## src/rtl/irq_seq_pkg.sv

```systemverilog
package irq_seq_pkg;

    typedef enum logic [1:0] {
        SRC_MASKABLE = 2'd0,
        SRC_URGENT   = 2'd1,
        SRC_QUIET    = 2'd2,
        SRC_RSVD     = 2'd3
    } src_class_e;

    typedef enum logic [1:0] {
        SUB_PLAIN       = 2'd0,
        SUB_ADDR_MATCH  = 2'd1,
        SUB_SINGLE_STEP = 2'd2,
        SUB_DEBUG       = 2'd3
    } src_sub_e;

    typedef enum logic [1:0] {
        ST_IDLE   = 2'd0,
        ST_DRAIN  = 2'd1,
        ST_STACK  = 2'd2,
        ST_LAUNCH = 2'd3
    } seq_state_e;

endpackage

```

## src/rtl/irq_req_capture.sv

```systemverilog
module irq_req_capture
    import irq_seq_pkg::*;
#(
    parameter int IPL_W = 3
) (
    input  logic             clk,
    input  logic             rst_n,
    input  logic             accept,
    input  logic             busy,
    input  logic [1:0]       req_class,
    input  logic [1:0]       req_sub,
    input  logic [IPL_W-1:0] req_level,
    input  logic             vec_odd,
    input  logic             sp_odd,
    input  logic             bus_narrow,
    output src_class_e       snap_class,
    output src_sub_e         snap_sub,
    output logic [IPL_W-1:0] snap_level,
    output logic             snap_vec_odd,
    output logic             snap_sp_odd,
    output logic             snap_narrow
);

    // Snapshot of the request conditions, loaded only at acceptance.
    always_ff @(posedge clk or negedge rst_n) begin
        if (!rst_n) begin
            snap_class   <= SRC_MASKABLE;
            snap_sub     <= SUB_PLAIN;
            snap_level   <= '0;
            snap_vec_odd <= 1'b0;
            snap_sp_odd  <= 1'b0;
            snap_narrow  <= 1'b0;
        end else if (accept) begin
            snap_class   <= src_class_e'(req_class);
            snap_sub     <= src_sub_e'(req_sub);
            snap_level   <= req_level;
            snap_vec_odd <= vec_odd;
            snap_sp_odd  <= sp_odd;
            snap_narrow  <= bus_narrow;
        end
    end

    // snapshot is frozen for as long as the block stays busy
    assert_snap_held_R11: assert property (@(posedge clk) disable iff (!rst_n)
        (busy && $past(busy)) |->
            ($stable(snap_class) && $stable(snap_sub) && $stable(snap_level) &&
             $stable(snap_vec_odd) && $stable(snap_sp_odd) && $stable(snap_narrow)));

endmodule

```

## src/rtl/irq_cycle_calc.sv

```systemverilog
module irq_cycle_calc
    import irq_seq_pkg::*;
#(
    parameter int BASE_WIDE    = 18,
    parameter int BASE_NARROW  = 20,
    parameter int EXTRA_SIMPLE = 1,
    parameter int EXTRA_DEBUG  = 2,
    parameter int CNT_W        = 5
) (
    input  logic             clk,
    input  logic             rst_n,
    input  src_class_e       snap_class,
    input  src_sub_e         snap_sub,
    input  logic             snap_vec_odd,
    input  logic             snap_sp_odd,
    input  logic             snap_narrow,
    output logic [CNT_W-1:0] seq_len
);

    logic [CNT_W-1:0] base_len;
    logic [CNT_W-1:0] extra_len;

    // Base length: a byte bus hides the alignment penalty, a 16-bit bus pays per odd address.
    always_comb begin
        if (snap_narrow) begin
            base_len = CNT_W'(BASE_NARROW);
        end else begin
            base_len = CNT_W'(BASE_WIDE) + CNT_W'(snap_vec_odd) + CNT_W'(snap_sp_odd);
        end
    end

    // Source-specific extra cycles apply only to the quiet non-maskable class.
    always_comb begin
        extra_len = '0;
        if (snap_class == SRC_QUIET) begin
            unique case (snap_sub)
                SUB_PLAIN:       extra_len = '0;
                SUB_ADDR_MATCH:  extra_len = CNT_W'(EXTRA_SIMPLE);
                SUB_SINGLE_STEP: extra_len = CNT_W'(EXTRA_SIMPLE);
                SUB_DEBUG:       extra_len = CNT_W'(EXTRA_DEBUG);
            endcase
        end
    end

    assign seq_len = base_len + extra_len;

    // the computed length always lies in the legal window
    assert_len_window_R4: assert property (@(posedge clk) disable iff (!rst_n)
        (seq_len >= CNT_W'(BASE_WIDE)) &&
        (seq_len <= CNT_W'(BASE_NARROW + EXTRA_DEBUG)));

endmodule

```

## src/rtl/irq_ipl_update.sv

```systemverilog
module irq_ipl_update
    import irq_seq_pkg::*;
#(
    parameter int IPL_W = 3
) (
    input  logic             clk,
    input  logic             rst_n,
    input  logic             load,
    input  src_class_e       snap_class,
    input  logic [IPL_W-1:0] snap_level,
    output logic [IPL_W-1:0] ipl
);

    localparam logic [IPL_W-1:0] IPL_TOP = '1;

    always_ff @(posedge clk or negedge rst_n) begin
        if (!rst_n) begin
            ipl <= '0;
        end else if (load) begin
            unique case (snap_class)
                SRC_MASKABLE: ipl <= snap_level;
                SRC_URGENT:   ipl <= IPL_TOP;
                SRC_QUIET:    ipl <= ipl;
                SRC_RSVD:     ipl <= ipl;
            endcase
        end
    end

endmodule

```

## src/rtl/irq_seq_fsm.sv

```systemverilog
module irq_seq_fsm
    import irq_seq_pkg::*;
#(
    parameter int CNT_W = 5
) (
    input  logic             clk,
    input  logic             rst_n,
    input  logic             req_valid,
    input  logic             instr_done,
    input  logic [CNT_W-1:0] seq_len,
    output logic             accept,
    output logic             load_ipl,
    output logic             busy,
    output logic             handler_start
);

    seq_state_e       state;
    seq_state_e       state_nx;
    logic [CNT_W-1:0] cnt;
    logic             last_cycle;

    assign last_cycle = (cnt == CNT_W'(1));

    // State register
    always_ff @(posedge clk or negedge rst_n) begin
        if (!rst_n) begin
            state <= ST_IDLE;
        end else begin
            state <= state_nx;
        end
    end

    // Transitions
    always_comb begin
        state_nx = state;
        unique case (state)
            ST_IDLE:   if (req_valid)  state_nx = ST_DRAIN;
            ST_DRAIN:  if (instr_done) state_nx = ST_STACK;
            ST_STACK:  if (last_cycle) state_nx = ST_LAUNCH;
            ST_LAUNCH: state_nx = ST_IDLE;
        endcase
    end

    // Sequence down-counter
    always_ff @(posedge clk or negedge rst_n) begin
        if (!rst_n) begin
            cnt <= '0;
        end else if (state == ST_DRAIN && instr_done) begin
            cnt <= seq_len;
        end else if (state == ST_STACK) begin
            cnt <= cnt - CNT_W'(1);
        end
    end

    // Outputs
    always_comb begin
        accept        = 1'b0;
        load_ipl      = 1'b0;
        busy          = 1'b1;
        handler_start = 1'b0;
        unique case (state)
            ST_IDLE: begin
                busy   = 1'b0;
                accept = req_valid;
            end
            ST_DRAIN: ;
            ST_STACK:  load_ipl = last_cycle;
            ST_LAUNCH: handler_start = 1'b1;
        endcase
    end

    // the counter never sits at zero while sequencing
    assert_cnt_live_R4: assert property (@(posedge clk) disable iff (!rst_n)
        (state == ST_STACK) |-> (cnt != '0));

    // leaving the drain state requires the completion strobe
    assert_drain_hold_R3: assert property (@(posedge clk) disable iff (!rst_n)
        (state == ST_DRAIN && !instr_done) |=> (state == ST_DRAIN));

endmodule

```

## src/rtl/irq_accept_seq.sv

```systemverilog
module irq_accept_seq
    import irq_seq_pkg::*;
#(
    parameter int IPL_W        = 3,
    parameter int BASE_WIDE    = 18,
    parameter int BASE_NARROW  = 20,
    parameter int EXTRA_SIMPLE = 1,
    parameter int EXTRA_DEBUG  = 2
) (
    input  logic             clk,
    input  logic             rst_n,
    input  logic             req_valid,
    input  logic [1:0]       req_class,
    input  logic [1:0]       req_sub,
    input  logic [IPL_W-1:0] req_level,
    input  logic             vec_odd,
    input  logic             sp_odd,
    input  logic             bus_narrow,
    input  logic             instr_done,
    output logic             busy,
    output logic [IPL_W-1:0] ipl,
    output logic             handler_start
);

    localparam int WIDE_MAX = BASE_WIDE + 2;
    localparam int BASE_MAX = (WIDE_MAX > BASE_NARROW) ? WIDE_MAX : BASE_NARROW;
    localparam int LEN_MAX  = BASE_MAX + EXTRA_DEBUG;
    localparam int CNT_W    = $clog2(LEN_MAX + 1);

    logic             accept;
    logic             load_ipl;
    src_class_e       snap_class;
    src_sub_e         snap_sub;
    logic [IPL_W-1:0] snap_level;
    logic             snap_vec_odd;
    logic             snap_sp_odd;
    logic             snap_narrow;
    logic [CNT_W-1:0] seq_len;

    irq_seq_fsm #(.CNT_W(CNT_W)) u_fsm (
        .clk           (clk),
        .rst_n         (rst_n),
        .req_valid     (req_valid),
        .instr_done    (instr_done),
        .seq_len       (seq_len),
        .accept        (accept),
        .load_ipl      (load_ipl),
        .busy          (busy),
        .handler_start (handler_start)
    );

    irq_req_capture #(.IPL_W(IPL_W)) u_cap (
        .clk          (clk),
        .rst_n        (rst_n),
        .accept       (accept),
        .busy         (busy),
        .req_class    (req_class),
        .req_sub      (req_sub),
        .req_level    (req_level),
        .vec_odd      (vec_odd),
        .sp_odd       (sp_odd),
        .bus_narrow   (bus_narrow),
        .snap_class   (snap_class),
        .snap_sub     (snap_sub),
        .snap_level   (snap_level),
        .snap_vec_odd (snap_vec_odd),
        .snap_sp_odd  (snap_sp_odd),
        .snap_narrow  (snap_narrow)
    );

    irq_cycle_calc #(
        .BASE_WIDE    (BASE_WIDE),
        .BASE_NARROW  (BASE_NARROW),
        .EXTRA_SIMPLE (EXTRA_SIMPLE),
        .EXTRA_DEBUG  (EXTRA_DEBUG),
        .CNT_W        (CNT_W)
    ) u_calc (
        .clk          (clk),
        .rst_n        (rst_n),
        .snap_class   (snap_class),
        .snap_sub     (snap_sub),
        .snap_vec_odd (snap_vec_odd),
        .snap_sp_odd  (snap_sp_odd),
        .snap_narrow  (snap_narrow),
        .seq_len      (seq_len)
    );

    irq_ipl_update #(.IPL_W(IPL_W)) u_ipl (
        .clk        (clk),
        .rst_n      (rst_n),
        .load       (load_ipl),
        .snap_class (snap_class),
        .snap_level (snap_level),
        .ipl        (ipl)
    );

    // start strobe lasts a single cycle
    assert_start_one_shot_R7: assert property (@(posedge clk) disable iff (!rst_n)
        handler_start |=> !handler_start);

    // block is free again right after the strobe
    assert_idle_after_start_R7: assert property (@(posedge clk) disable iff (!rst_n)
        handler_start |=> !busy);

    // the priority level only moves together with the strobe
    assert_ipl_moves_at_start_R10: assert property (@(posedge clk) disable iff (!rst_n)
        !$stable(ipl) |-> handler_start);

    // maskable source installs its own level
    assert_mask_level_R8: assert property (@(posedge clk) disable iff (!rst_n)
        (handler_start && snap_class == SRC_MASKABLE) |-> (ipl == snap_level));

    // urgent source raises the level to the top
    assert_urgent_top_R9: assert property (@(posedge clk) disable iff (!rst_n)
        (handler_start && snap_class == SRC_URGENT) |-> (ipl == '1));

    // strobe only while the block was busy in the previous cycle
    assert_start_needs_busy_R2: assert property (@(posedge clk) disable iff (!rst_n)
        handler_start |-> $past(busy));

endmodule

```

## config.mk

```make
export PLATFORM = sky130hd
export DESIGN_NAME = irq_accept_seq
export DESIGN_NICKNAME = d
export VERILOG_FILES = /design/src/rtl/irq_seq_pkg.sv /design/src/rtl/irq_req_capture.sv /design/src/rtl/irq_cycle_calc.sv /design/src/rtl/irq_ipl_update.sv /design/src/rtl/irq_seq_fsm.sv /design/src/rtl/irq_accept_seq.sv
export SDC_FILE = /design/constraint.sdc
export NUM_CORES = 1
export LEC_CHECK = 0
export BUFFER_PORTS_ARGS = -buffer_cell sky130_fd_sc_hd__buf_4
export CAP_MARGIN = 20
export CORE_MARGIN = 2
export CORE_UTILIZATION = 54
export CTS_CLUSTER_SIZE = 8
export DETAILED_ROUTE_END_ITERATION = 10
export GPL_TIMING_DRIVEN = 0
export PLACE_DENSITY_LB_ADDON = 0.05
export SETUP_SLACK_MARGIN = 0.1
export SYNTH_ARGS = -nofsm -noshare
export SYNTH_HDL_FRONTEND = slang
export SYNTH_SLANG_ARGS = --single-unit
```

## constraint.sdc

```tcl
create_clock -name clk -period 2.2 [get_ports clk]
set_input_delay 0.22 -clock clk [delete_from_list [all_inputs] [get_ports clk]]
set_output_delay 0.22 -clock clk [all_outputs]
set_load 0.02 [all_outputs]
```

==> metrics.txt <==
vias in the first global route about 730; DIE WIDTH about 50 microns; worst-case reg-to-reg path depth 5; status finished, final reports clean; ANT nets after route 0; clk sinks 20; largest net degree at the start of global routing 21; Seq pwr share 41.3%; Hold Crit Class in2reg; crit path kind reg2reg; H-tree depth 1; final hold violation count 0; sw frac 36.5%; post-synthesis cell area ~0.0011 sq mm; Worst Path Buf+Inv 1; Tcrit/Tclk final 83.9%; Fin Clk Skew 0.000943 ns; critical path's top delay family simple AND/OR/NAND/NOR gates; asr flop ratio synth 100%; DR pass1 iterations 4; clock network fraction of design power 12.8%; core footprint 0.00192 sq mm; Post-CTS Resized 0; Die Span Y ~49 microns; Final TNS setup 0 ns; Worst path max stage delay 0.46 ns; Synth Flop Type dfrtp_1; Clock Tree Buf Depth 2; GP Congestion between 0.7 and 0.8; area leader, netlist dfrtp_1; Worst Path Arrival 2.04 ns; Slew @ Worst Pin roughly 0.42 ns; post-synthesis sequential area ratio 46.1%; Peak Freq between 500 and 600 MHz; worst slack, placed 0.351 ns; leakage 0.647 nW; I/O pin count 19; DIE AREA 0.00238 sq mm; VDD IR-drop max 0.000737 V; Via-to-Cell Ratio 5.11; Routed WL 1650 microns; Avg Inst Size Synth around 12 sq um; nets@finish 142; CP Capture Point u_fsm.state[1]; Switching Power 0.600 mW; worst path required time 2.39 ns; Comb pwr share 45.9%; grt ovf 0; Post-Syn Instances 92; YS warnings 0; Inst Count DP between 100 and 150; startpoint type of the worst setup path register; worst skew pair latency about 0.30 ns; Max-Cap Viols 0; overall routing resource usage 16.5%; share of cells above drive strength 1 around 30%; CTS Buf Count 3; reg2reg start u_fsm.cnt[1]; vias ~730; Inserted Diodes 0; Rel. slew slack approximately 72%; Pwr Total 1.64 mW; TritonCTS clock tree built; drc violations 0; Final Critical Period 1.85 ns; syn nets 118; Clock Tree Root clkbuf_4; Post-DP HPWL 1330 microns; register-to-register setup slack 0.35 ns; global-route wire length before repair ~3000 microns; Post-Layout Cell Count ~140; clock slew at reported path FFs 0.11 ns; Slew Viols, Final 0; EDFF count, synth 0; CP Capture Type register; crit-path max FO 3; Worst Slack Setup Final 0.353 ns; Int Power 1.04 mW; Slowest cell on crit path or4b_1; final setup fails 0; routed length per instance 11.6 microns; Port Buffers 18; DRT iter0 DRCs 7; Worst Setup SP u_fsm.cnt[1]; num rows 16; CP cell instances inv_1, ha_1, or4b_1, a221oi_2, mux2_1; Cell variety after synth 27; reg2reg end u_fsm.state[1]; post-synth top area share between 40% and 50%; initial antenna violation count 0; RSZ-0062 raised after global routing no; WHS between 0.1 and 0.15 ns; Critical Path Stages 5; Starting Density roughly 56%; ranking of synthesized cells by area dfrtp_1 46%, ha_1 13%, mux2_2 10%; Area Overhead vs Synth 19.8%; pwr/cell area 1260 mW/mm^2; #FFs+latches synth 20; Filler Cells Inserted around 160
-- Yosys cell counts, types with 2 or more instances --
cell	number
dfrtp_1	20
mux2_2	10
mux2i_1	4
a21oi_1	2
xnor2_1	4
inv_1	12
nor2b_1	2
ha_1	11
nand2_1	5
nor2_1	5
-- per-layer routing --
metal	share of wire (%)	wire, microns	global-route usage (%)	vias up
li1	-	-	-	357
met1	43	709	19.4	350
met2	52	852	29.2	15
met3	3.6	59	2.15	4
met4	1.8	30	8.57	0
met5	0	0	0	-
-- per-stage QoR --
step	util (%)	area, sq um
floorplan	-	1080
global placement	65.2	1250
detailed placement	65.2	1250
CTS	67.6	1300
global route	67.6	1300
finish	67.6	1300
-- registers in the layout, indices dropped and copies added, names as in the netlist --
signal / count
u_fsm.cnt: 5
u_cap.snap_sub: 2
u_cap.snap_class: 2
u_cap.snap_sp_odd: 1
u_ipl.ipl: 3
u_cap.snap_vec_odd: 1
u_fsm.state: 2
u_cap.snap_level: 3
u_cap.snap_narrow: 1
-- cell usage in the layout (no fill, tap or decap), types with 2 or more instances in the layout --
master,n
mux2_2,10
mux2i_1,4
clkbuf_4,3
a21oi_1,2
nor2b_1,2
buf_4,18
xnor2_1,4
inv_1,12
nor2_1,5
ha_1,11
nand2_1,5
dfrtp_1,20
-- cells by family after synthesis --
family	Yosys count	share of synthesized area (%)
AND/OR/NAND/NOR	20	10.5
buffers and inverters	13	4.50
adder cells (fa/ha/maj)	12	14.5
flip-flops	20	46.1
AO/OA/AOI/OAI	7	5.19
multiplexers	15	15.1
XOR/XNOR	5	4.04
-- power groups by stage --
stage | sequential, mW | combinational [mW] | clock, mW
after floorplan | 0.669 | 0.576 | 0
after global placement | 0.678 | 0.737 | 0
after detailed placement | 0.689 | 0.771 | 0
after CTS | 0.682 | 0.774 | 0.219
after global routing | 0.709 | 0.858 | 0.232
final | 0.678 | 0.754 | 0.211
-- what timing repair did --
action,4_1_cts,5_1_grt
hold buffers,1,0
buffers inserted,0,0
hold endpoints to repair,20,0
-- cell type report --
cell class / instances / area, sq um / share of cell area [%]
Inverter: 12 / 45.0 / 3.46
Sequential cell: 20 / 500 / 38.5
Multi-Input combinational cell: 59 / 536 / 41.2
Clock buffer: 4 / 36.3 / 2.79
Timing Repair Buffer: 19 / 145 / 11.2
Tap cell: 27 / 33.8 / 2.60
Buffer: 1 / 3.75 / 0.289
-- how the worst min path moves through the flow --
stage / start / end / slack [ns] / cells after the start
after global routing: req_level[1] / u_cap.snap_level[1] / 0.13 / 2
final: vec_odd / u_cap.snap_vec_odd / 0.15 / 2
after detailed placement: rst_n / u_cap.snap_vec_odd / 0.11 / 1
after floorplan: rst_n / u_cap.snap_class[0] / -0.08 / 0
after CTS: req_level[1] / u_cap.snap_level[1] / 0.14 / 2
after global placement: rst_n / u_cap.snap_vec_odd / 0.11 / 1
-- worst register-to-register path: stages (launching register included) --
cell and delay (ns):
dfrtp_1 0.41, inv_1 0.09, ha_1 0.16, or4b_1 0.46, a221oi_2 0.29, mux2_1 0.34
No activity file was read; power rests on OpenSTA's default activity.
